==> src/rtl/hub_port_pkg.sv <==
package hub_port_pkg;

    localparam int PSC_W = 16;

    // bit positions inside a port word
    localparam int B_CONN     = 0;
    localparam int B_CONN_CHG = 1;
    localparam int B_EN       = 2;
    localparam int B_EN_CHG   = 3;
    localparam int B_LOW      = 8;
    localparam int B_PRST     = 9;

    localparam logic [PSC_W-1:0] KEEP_MASK  = 16'h01FB;
    localparam logic [PSC_W-1:0] CLR1_MASK  = 16'h000A;
    localparam logic [PSC_W-1:0] ABSENT_VAL = 16'hFF7F;

    typedef struct packed {
        logic [PSC_W-1:0] psc;      // visible port word
        logic             present;  // a device sits on the port
        logic             low;      // speed of that device
        logic             rst_req;  // bus reset request pulse
    } port_state_t;

    // software write: preserve masked bits, then write-one-to-clear
    function automatic logic [PSC_W-1:0] merge_write(input logic [PSC_W-1:0] old_v,
                                                      input logic [PSC_W-1:0] wdata);
        logic [PSC_W-1:0] r;
        r = (old_v & KEEP_MASK) | (wdata & ~KEEP_MASK);
        r = r & ~(wdata & CLR1_MASK);
        return r;
    endfunction

    // device removal effects on the word
    function automatic logic [PSC_W-1:0] drop_device(input logic [PSC_W-1:0] v);
        logic [PSC_W-1:0] r;
        r = v;
        if (v[B_CONN]) begin
            r[B_CONN]     = 1'b0;
            r[B_CONN_CHG] = 1'b1;
        end
        if (v[B_EN]) begin
            r[B_EN]     = 1'b0;
            r[B_EN_CHG] = 1'b1;
        end
        return r;
    endfunction

    // device arrival effects on the word
    function automatic logic [PSC_W-1:0] join_device(input logic [PSC_W-1:0] v,
                                                      input logic             low);
        logic [PSC_W-1:0] r;
        r = v;
        r[B_CONN]     = 1'b1;
        r[B_CONN_CHG] = 1'b1;
        r[B_LOW]      = low;
        return r;
    endfunction

endpackage

==> src/rtl/hub_port_reg.sv <==
module hub_port_reg
    import hub_port_pkg::*;
(
    input  logic             clk,
    input  logic             rst_n,
    input  logic             ctrl_reset,
    input  logic             wr_hit,
    input  logic [PSC_W-1:0] wr_data,
    input  logic             attach,
    input  logic             attach_low,
    input  logic             detach,
    output logic [PSC_W-1:0] psc,
    output logic             present,
    output logic             rst_req
);

    port_state_t st_d, st_q;
    logic        seen_q;

    always_comb begin
        st_d         = st_q;
        st_d.rst_req = 1'b0;
        if (ctrl_reset) begin
            st_d.psc = '0;
            if (st_q.present) begin
                st_d.psc = join_device('0, st_q.low);
            end
        end else begin
            if (wr_hit) begin
                st_d.psc     = merge_write(st_q.psc, wr_data);
                st_d.rst_req = wr_data[B_PRST] & ~st_q.psc[B_PRST] & st_q.present;
            end
            // a removal, or an arrival on an occupied port, drops the old device
            if ((detach || attach) && st_q.present) begin
                st_d.psc     = drop_device(st_d.psc);
                st_d.present = 1'b0;
            end
            if (attach) begin
                st_d.psc     = join_device(st_d.psc, attach_low);
                st_d.present = 1'b1;
                st_d.low     = attach_low;
            end
        end
    end

    always_ff @(posedge clk or negedge rst_n) begin
        if (!rst_n) begin
            st_q   <= '0;
            seen_q <= 1'b0;
        end else begin
            st_q   <= st_d;
            seen_q <= 1'b1;
        end
    end

    assign psc     = st_q.psc;
    assign present = st_q.present;
    assign rst_req = st_q.rst_req;

    AST_PULSE_SINGLE: assert property (@(posedge clk) disable iff (!rst_n)
        st_q.rst_req |=> !st_q.rst_req);
    AST_PULSE_NEEDS_BIT: assert property (@(posedge clk) disable iff (!rst_n)
        st_q.rst_req |-> (st_q.psc[B_PRST] && st_q.present));
    AST_CLR1_WINS: assert property (@(posedge clk) disable iff (!rst_n)
        (seen_q && $past(wr_hit && wr_data[B_CONN_CHG] && !attach && !detach && !ctrl_reset))
        |-> !st_q.psc[B_CONN_CHG]);
    AST_KEEP_BITS: assert property (@(posedge clk) disable iff (!rst_n)
        (seen_q && $past(wr_hit && !attach && !detach && !ctrl_reset))
        |-> (st_q.psc[B_LOW] == $past(st_q.psc[B_LOW]) &&
             st_q.psc[B_CONN] == $past(st_q.psc[B_CONN])));
    AST_ATTACH_CONN: assert property (@(posedge clk) disable iff (!rst_n)
        (seen_q && $past(attach && !ctrl_reset))
        |-> (st_q.psc[B_CONN] && st_q.psc[B_CONN_CHG] &&
             st_q.psc[B_LOW] == $past(attach_low)));
    AST_DETACH_DROP: assert property (@(posedge clk) disable iff (!rst_n)
        (seen_q && $past(detach && !attach && !ctrl_reset && st_q.present))
        |-> (!st_q.psc[B_CONN] && !st_q.psc[B_EN] && st_q.psc[B_CONN_CHG]));
    AST_CONN_TRACKS_DEV: assert property (@(posedge clk) disable iff (!rst_n)
        st_q.psc[B_CONN] == st_q.present);
    AST_CTRL_RESET_CLEAN: assert property (@(posedge clk) disable iff (!rst_n)
        (seen_q && $past(ctrl_reset))
        |-> (!st_q.rst_req && !st_q.psc[B_EN] && !st_q.psc[B_PRST]));

endmodule

==> src/rtl/hub_port_rdmux.sv <==
module hub_port_rdmux
    import hub_port_pkg::*;
#(
    parameter int NUM_PORTS = 2,
    parameter int IDX_W     = 4
) (
    input  logic [NUM_PORTS*PSC_W-1:0] words,
    input  logic [IDX_W-1:0]           rd_idx,
    output logic [PSC_W-1:0]           rd_data
);

    always_comb begin
        rd_data = ABSENT_VAL;
        for (int i = 0; i < NUM_PORTS; i++) begin
            if (rd_idx == IDX_W'(i)) begin
                rd_data = words[i*PSC_W +: PSC_W];
            end
        end
    end

endmodule

==> src/rtl/hub_port_bank.sv <==
module hub_port_bank
    import hub_port_pkg::*;
#(
    parameter int NUM_PORTS = 2,
    parameter int IDX_W     = 4
) (
    input  logic                 clk,
    input  logic                 rst_n,
    input  logic                 ctrl_reset,
    input  logic                 wr_en,
    input  logic [IDX_W-1:0]     wr_idx,
    input  logic [15:0]          wr_data,
    input  logic [IDX_W-1:0]     rd_idx,
    output logic [15:0]          rd_data,
    input  logic [NUM_PORTS-1:0] dev_attach,
    input  logic [NUM_PORTS-1:0] dev_low_speed,
    input  logic [NUM_PORTS-1:0] dev_detach,
    output logic [NUM_PORTS-1:0] bus_reset_req,
    output logic [NUM_PORTS-1:0] port_connected,
    output logic [NUM_PORTS-1:0] port_enabled,
    output logic [NUM_PORTS-1:0] port_forward
);

    localparam int WORDS_W = NUM_PORTS * PSC_W;

    logic [WORDS_W-1:0]   words;
    logic [NUM_PORTS-1:0] present;

    for (genvar i = 0; i < NUM_PORTS; i++) begin : g_port
        logic [PSC_W-1:0] psc_w;
        logic             wr_hit;

        assign wr_hit = wr_en && (wr_idx == IDX_W'(i));

        hub_port_reg u_reg (
            .clk        (clk),
            .rst_n      (rst_n),
            .ctrl_reset (ctrl_reset),
            .wr_hit     (wr_hit),
            .wr_data    (wr_data),
            .attach     (dev_attach[i]),
            .attach_low (dev_low_speed[i]),
            .detach     (dev_detach[i]),
            .psc        (psc_w),
            .present    (present[i]),
            .rst_req    (bus_reset_req[i])
        );

        assign words[i*PSC_W +: PSC_W] = psc_w;
        assign port_connected[i]       = psc_w[B_CONN];
        assign port_enabled[i]         = psc_w[B_EN];
        assign port_forward[i]         = present[i] & psc_w[B_EN];

        AST_FWD_GATED: assert property (@(posedge clk) disable iff (!rst_n)
            port_forward[i] |-> (port_connected[i] && port_enabled[i]));
        AST_NO_PULSE_EMPTY: assert property (@(posedge clk) disable iff (!rst_n)
            bus_reset_req[i] |-> port_connected[i]);
    end

    hub_port_rdmux #(
        .NUM_PORTS (NUM_PORTS),
        .IDX_W     (IDX_W)
    ) u_rdmux (
        .words   (words),
        .rd_idx  (rd_idx),
        .rd_data (rd_data)
    );

endmodule

==> config.mk <==
export PLATFORM = sky130hd
export DESIGN_NAME = hub_port_bank
export DESIGN_NICKNAME = d
export VERILOG_FILES = /design/src/rtl/hub_port_pkg.sv /design/src/rtl/hub_port_reg.sv /design/src/rtl/hub_port_rdmux.sv /design/src/rtl/hub_port_bank.sv
export SDC_FILE = /design/constraint.sdc
export NUM_CORES = 1
export LEC_CHECK = 0
export BUFFER_PORTS_ARGS = -buffer_cell sky130_fd_sc_hd__clkbuf_2
export CAP_MARGIN = 20
export CORE_ASPECT_RATIO = 1.2
export CORE_UTILIZATION = 40
export DETAILED_ROUTE_END_ITERATION = 7
export PLACE_DENSITY = 0.66
export SLEW_MARGIN = 20
export SYNTH_ARGS = -nofsm -noshare
export SYNTH_HDL_FRONTEND = slang
export SYNTH_SLANG_ARGS = --single-unit
export TNS_END_PERCENT = 50
==> constraint.sdc <==
create_clock -name clk -period 2.8 [get_ports clk]
set_input_delay 0.28 -clock clk [delete_from_list [all_inputs] [get_ports clk]]
set_output_delay 0.28 -clock clk [all_outputs]
set_load 0.02 [all_outputs]
# Word-level counts from Yosys, hierarchy flattened
# Index checks and enable logic that the tools add are counted.
[op_classes] muxes=22 bitwise_logic=14 eq_ne=2 reduce_logical=14
[ops] operator="$mux 16" count=8
[ops] operator="$and 16x16->16" count=2
[ops] operator="$or 9x16->16" count=2
[ops] operator="$mux 11" count=2
[ops] operator="$mux 9" count=2
[ops] operator="$not 4->16" count=1
[ops] operator="$mux 5" count=2
[ops] operator="$eq 4x1->1 const B" count=2
[ops] operator="$logic_not 4->1" count=2
[ops] operator="$mux 2" count=4
[ops] operator="$reduce_and 2->1" count=4
[ops] operator="$and 1x1->1" count=6
[ops] operator="$logic_and 1x1->1" count=4
[ops] operator="$mux 1" count=4
[ops] operator="$reduce_bool 2->1" count=2
[ops] operator="$not 1->1" count=3
[ops] operator="$logic_or 1x1->1" count=2
[word_totals] register_bits=38 out_inout_bits=24

# Logic depth before layout (Yosys ltp)
[depth] word_depth=8 ltp_mapped=5 depth_no_buf=3

# Cells and area by module
# From an unflattened synthesis, not the netlist that was laid out.
[hier_totals] cells_unflattened=185 area_unflattened_um2=1910.6
[modules_own_cells] mod="hub_port_reg" n_inst=2 area_each_um2=785.8 cells_per_inst=72
[modules_own_cells] mod="hub_port_rdmux" n_inst=1 area_each_um2=276.5 cells_per_inst=36
[modules_own_cells] mod="hub_port_bank" n_inst=1 area_each_um2=62.6 cells_per_inst=5

# Least setup slack after synthesis
# Ideal clock, no wire load.
[synth_timing] path_type="input -> output" start="input port rd_idx[3]" end="output port rd_data[5]" required_time_ps=2520 slack_ps=1262 stages=4 arrival_ps=1258 path_buffers=2 cell_sequence="nor3_1 clkbuf_1 inv_1 buf_4"
[synth_via] elab_chain_cells=3 word_cells_on_any_way=4 classes_between="eq/ne (1); mux (2); reduce/logical (1)"
[synth_rtl] element="start: declaration" line="hub_port_bank.sv:13" rtl="input logic [IDX_W-1:0] rd_idx,"
[synth_rtl] element="$logic_not 4->1" line="hub_port_rdmux.sv:15" rtl="if (rd_idx == IDX_W'(i)) begin"
[synth_rtl] element="$mux 16" line="hub_port_rdmux.sv:15"
[synth_rtl] element="$mux 16 *" line="hub_port_rdmux.sv:15"
[synth_rtl] element="end: declaration" line="hub_port_bank.sv:14" rtl="output logic [15:0] rd_data,"
# Mark *: on every way between the ends. The rest lies on a longest branch, timed or not.

==> qor.csv <==
metric,value,unit
"Max FO, Critical Path",21,
final WL,3920,µm
CTS Buffer Depth,2,
Netlist cell types,32,
Tcrit/Tclk final,53.58,%
count of input and output buffers,50,
crit end category,flop,
final antenna-violating net count,0,
ANT cells,0,
Worst EP required,2.97,ns
Pins Over Slew Limit,0,
unrepaired setup endpoints after global routing,no,
Worst Setup Start Kind,input pin,
syn_area_per_cell,9.083,µm²
ys flop type,dfrtp_1,
storage element area,750.7,µm²
Syn Nets,215,
"FF+latch count, synth",30,
Post-Place Cells,266,
Non-Filler Instances,273,
Fillers,417,
HPWL Detailed,2670,µm
number of synthesis warnings,0,
Leak,0.8897,nW
Clock transition at path regs,0.06,ns
hold-fix buffers at CTS,0,
Power Density,487.4,nW/µm²
Starting Density,41.71,%
Residual DRC,0,
Total GRT Usage,19.15,%
f_max,666.6,MHz
worst-margin pin slew,0.7547,ns
Final Instance Area,1928,µm²
largest net degree at the start of global routing,33,
placed cell area,1852,µm²
antenna violations before repair,0,
drt first pass iters,4,
overall power,0.9398,mW
nets,253,
initial DRC count,34,
Die ar.,4372,µm²
Post-CTS Setup Inserts,0,
Die Y,72.23,µm
final worst slack,1.300,ns
# H-tree levels,2,
Slew Limit Headroom,49.69,%
worst skew pair latency,0.28,ns
row count,25,
post-synth top area share,45.66,%
cell count after synthesis,181,
Max VDD drop,0.2211,mV
post-synthesis sequential area ratio,45.66,%
final hold vios,0,
post-cts sizing count,0,
final setup vio count,0,
CP arrival,1.67,ns
vias in the first global route,1347,
remaining global-route overflow,0,
multi-input logic area,738.2,µm²
CTS Root Cell,clkbuf_8,
clk sinks,30,
utilization after layout,48.92,%
min cycle time layout,1.500,ns
vias per inst,5.322,
Final Skew,0.001324,ns
"worst slack, placed",0.9991,ns
status,"finished, final reports clean",
largest cells by area after synthesis,"dfrtp_1, mux2i_1, o21ai_0",
post-synth top area cell,dfrtp_1,
Avg WL per Cell,14.36,µm
ratio of cells with drive above 1 in the final layout,28.31,%
IO Pins,58,
Die Width,60.53,µm
final hold slack,0.05783,ns
Worst Hold Class,in2async,
synthesized cell area,1644,µm²
first-pass GRT wire length,6058,µm
kind of critical path,in2reg,
gpl congestion,0.7495,
core area,3941,µm²
Num CTS Buffers,5,
Setup TNS Final,0,ns
asr flop ratio synth,100.0,%
"EDFF count, synth",0,
via count,1453,
CTS tree,yes,
MaxCap Viol Count,0,
area grow syn2layout,17.28,%
## synthesized netlist by cell type, types with 2 or more instances
cell and number:
o21ai_0 21, dfrtp_1 30, a21oi_1 19, nand2_1 19, nor2_1 3, nor4_1 3
clkbuf_1 9, buf_4 10, inv_1 8, nand3_1 19, mux2_2 2, a211oi_1 3
nor2b_1 2, o32ai_1 2, mux2i_1 14
## final timing paths
check	cells past startpoint	endpoint	slack [ns]	startpoint
setup / recovery	4	g_port[1].u_reg.psc[3]$_DFF_PN0_	1.30	wr_idx[0]
hold / removal	1	g_port[0].u_reg.psc[2]$_DFF_PN0_	0.06	rst_n
setup reg to reg	3	g_port[1].u_reg.psc[3]$_DFF_PN0_	1.63	g_port[1].u_reg.present$_DFFE_PN0P_
hold reg to reg	1	g_port[0].u_reg.rst_req$_DFF_PN0_	0.46	g_port[0].u_reg.psc[9]$_DFFE_PN0P_
max in group asynchronous	1	g_port[0].u_reg.present$_DFFE_PN0P_	2.26	rst_n
min in group clk	3	g_port[1].u_reg.psc[14]$_DFFE_PN0P_	0.24	wr_data[14]
## per-layer routing
layer	GRT usage, %	part of all wire, %
met5	0	0
met4	7.828	1.6
met3	5.169	5.0
met2	33.70	52
met1	21.34	41
## logic make-up (layout without fill, tap and decap cells)
| family | count (synthesis) | in the layout | synth area share [%] |
|---|---|---|---|
| other | 1 | 1 | 0.2281 |
| multiplexers | 16 | 16 | 9.893 |
| flip-flops | 30 | 30 | 45.66 |
| AO/OA/AOI/OAI | 52 | 52 | 18.27 |
| AND/OR/NAND/NOR | 53 | 53 | 16.51 |
| buffers and inverters | 29 | 67 | 9.436 |
## cells in the final DEF (no fill, tap or decap), types with 2 or more instances in the layout
cell type,instances
a211oi_1,3
a21oi_1,19
buf_4,2
clkbuf_1,2
clkbuf_2,50
clkbuf_8,5
dfrtp_1,30
inv_1,8
mux2_2,2
mux2i_1,14
nand2_1,19
nand3_1,19
nor2_1,3
nor2b_1,2
nor4_1,3
o21ai_0,21
o32ai_1,2
## worst max-delay path, cell delays in order
cell,delay (ns)
clkbuf_2,0.33
inv_1,0.40
o311a_1,0.43
a211o_1,0.22
## cell type report
cell class | count | area share [%]
Clock buffer | 7 | 3.958
Inverter | 8 | 1.557
Multi-Input combinational cell | 122 | 38.29
Sequential cell | 30 | 38.94
Tap cell | 54 | 3.504
Timing Repair Buffer | 52 | 13.76
## where the power goes
part | switching (mW) | internal, mW | total [mW]
registers | 0.0153 | 0.455 | 0.470
logic | 0.0936 | 0.0515 | 0.145
clock network | 0.154 | 0.171 | 0.324
## sequential cells by signal, summed over array words and instances (netlist names)
| signal | count |
|---|---|
| g_port.u_reg.rst_req | 2 |
| g_port.u_reg.present | 2 |
| g_port.u_reg.psc | 24 |
| g_port.u_reg.st_q | 2 |
No activity file was read; power rests on OpenSTA's default activity.
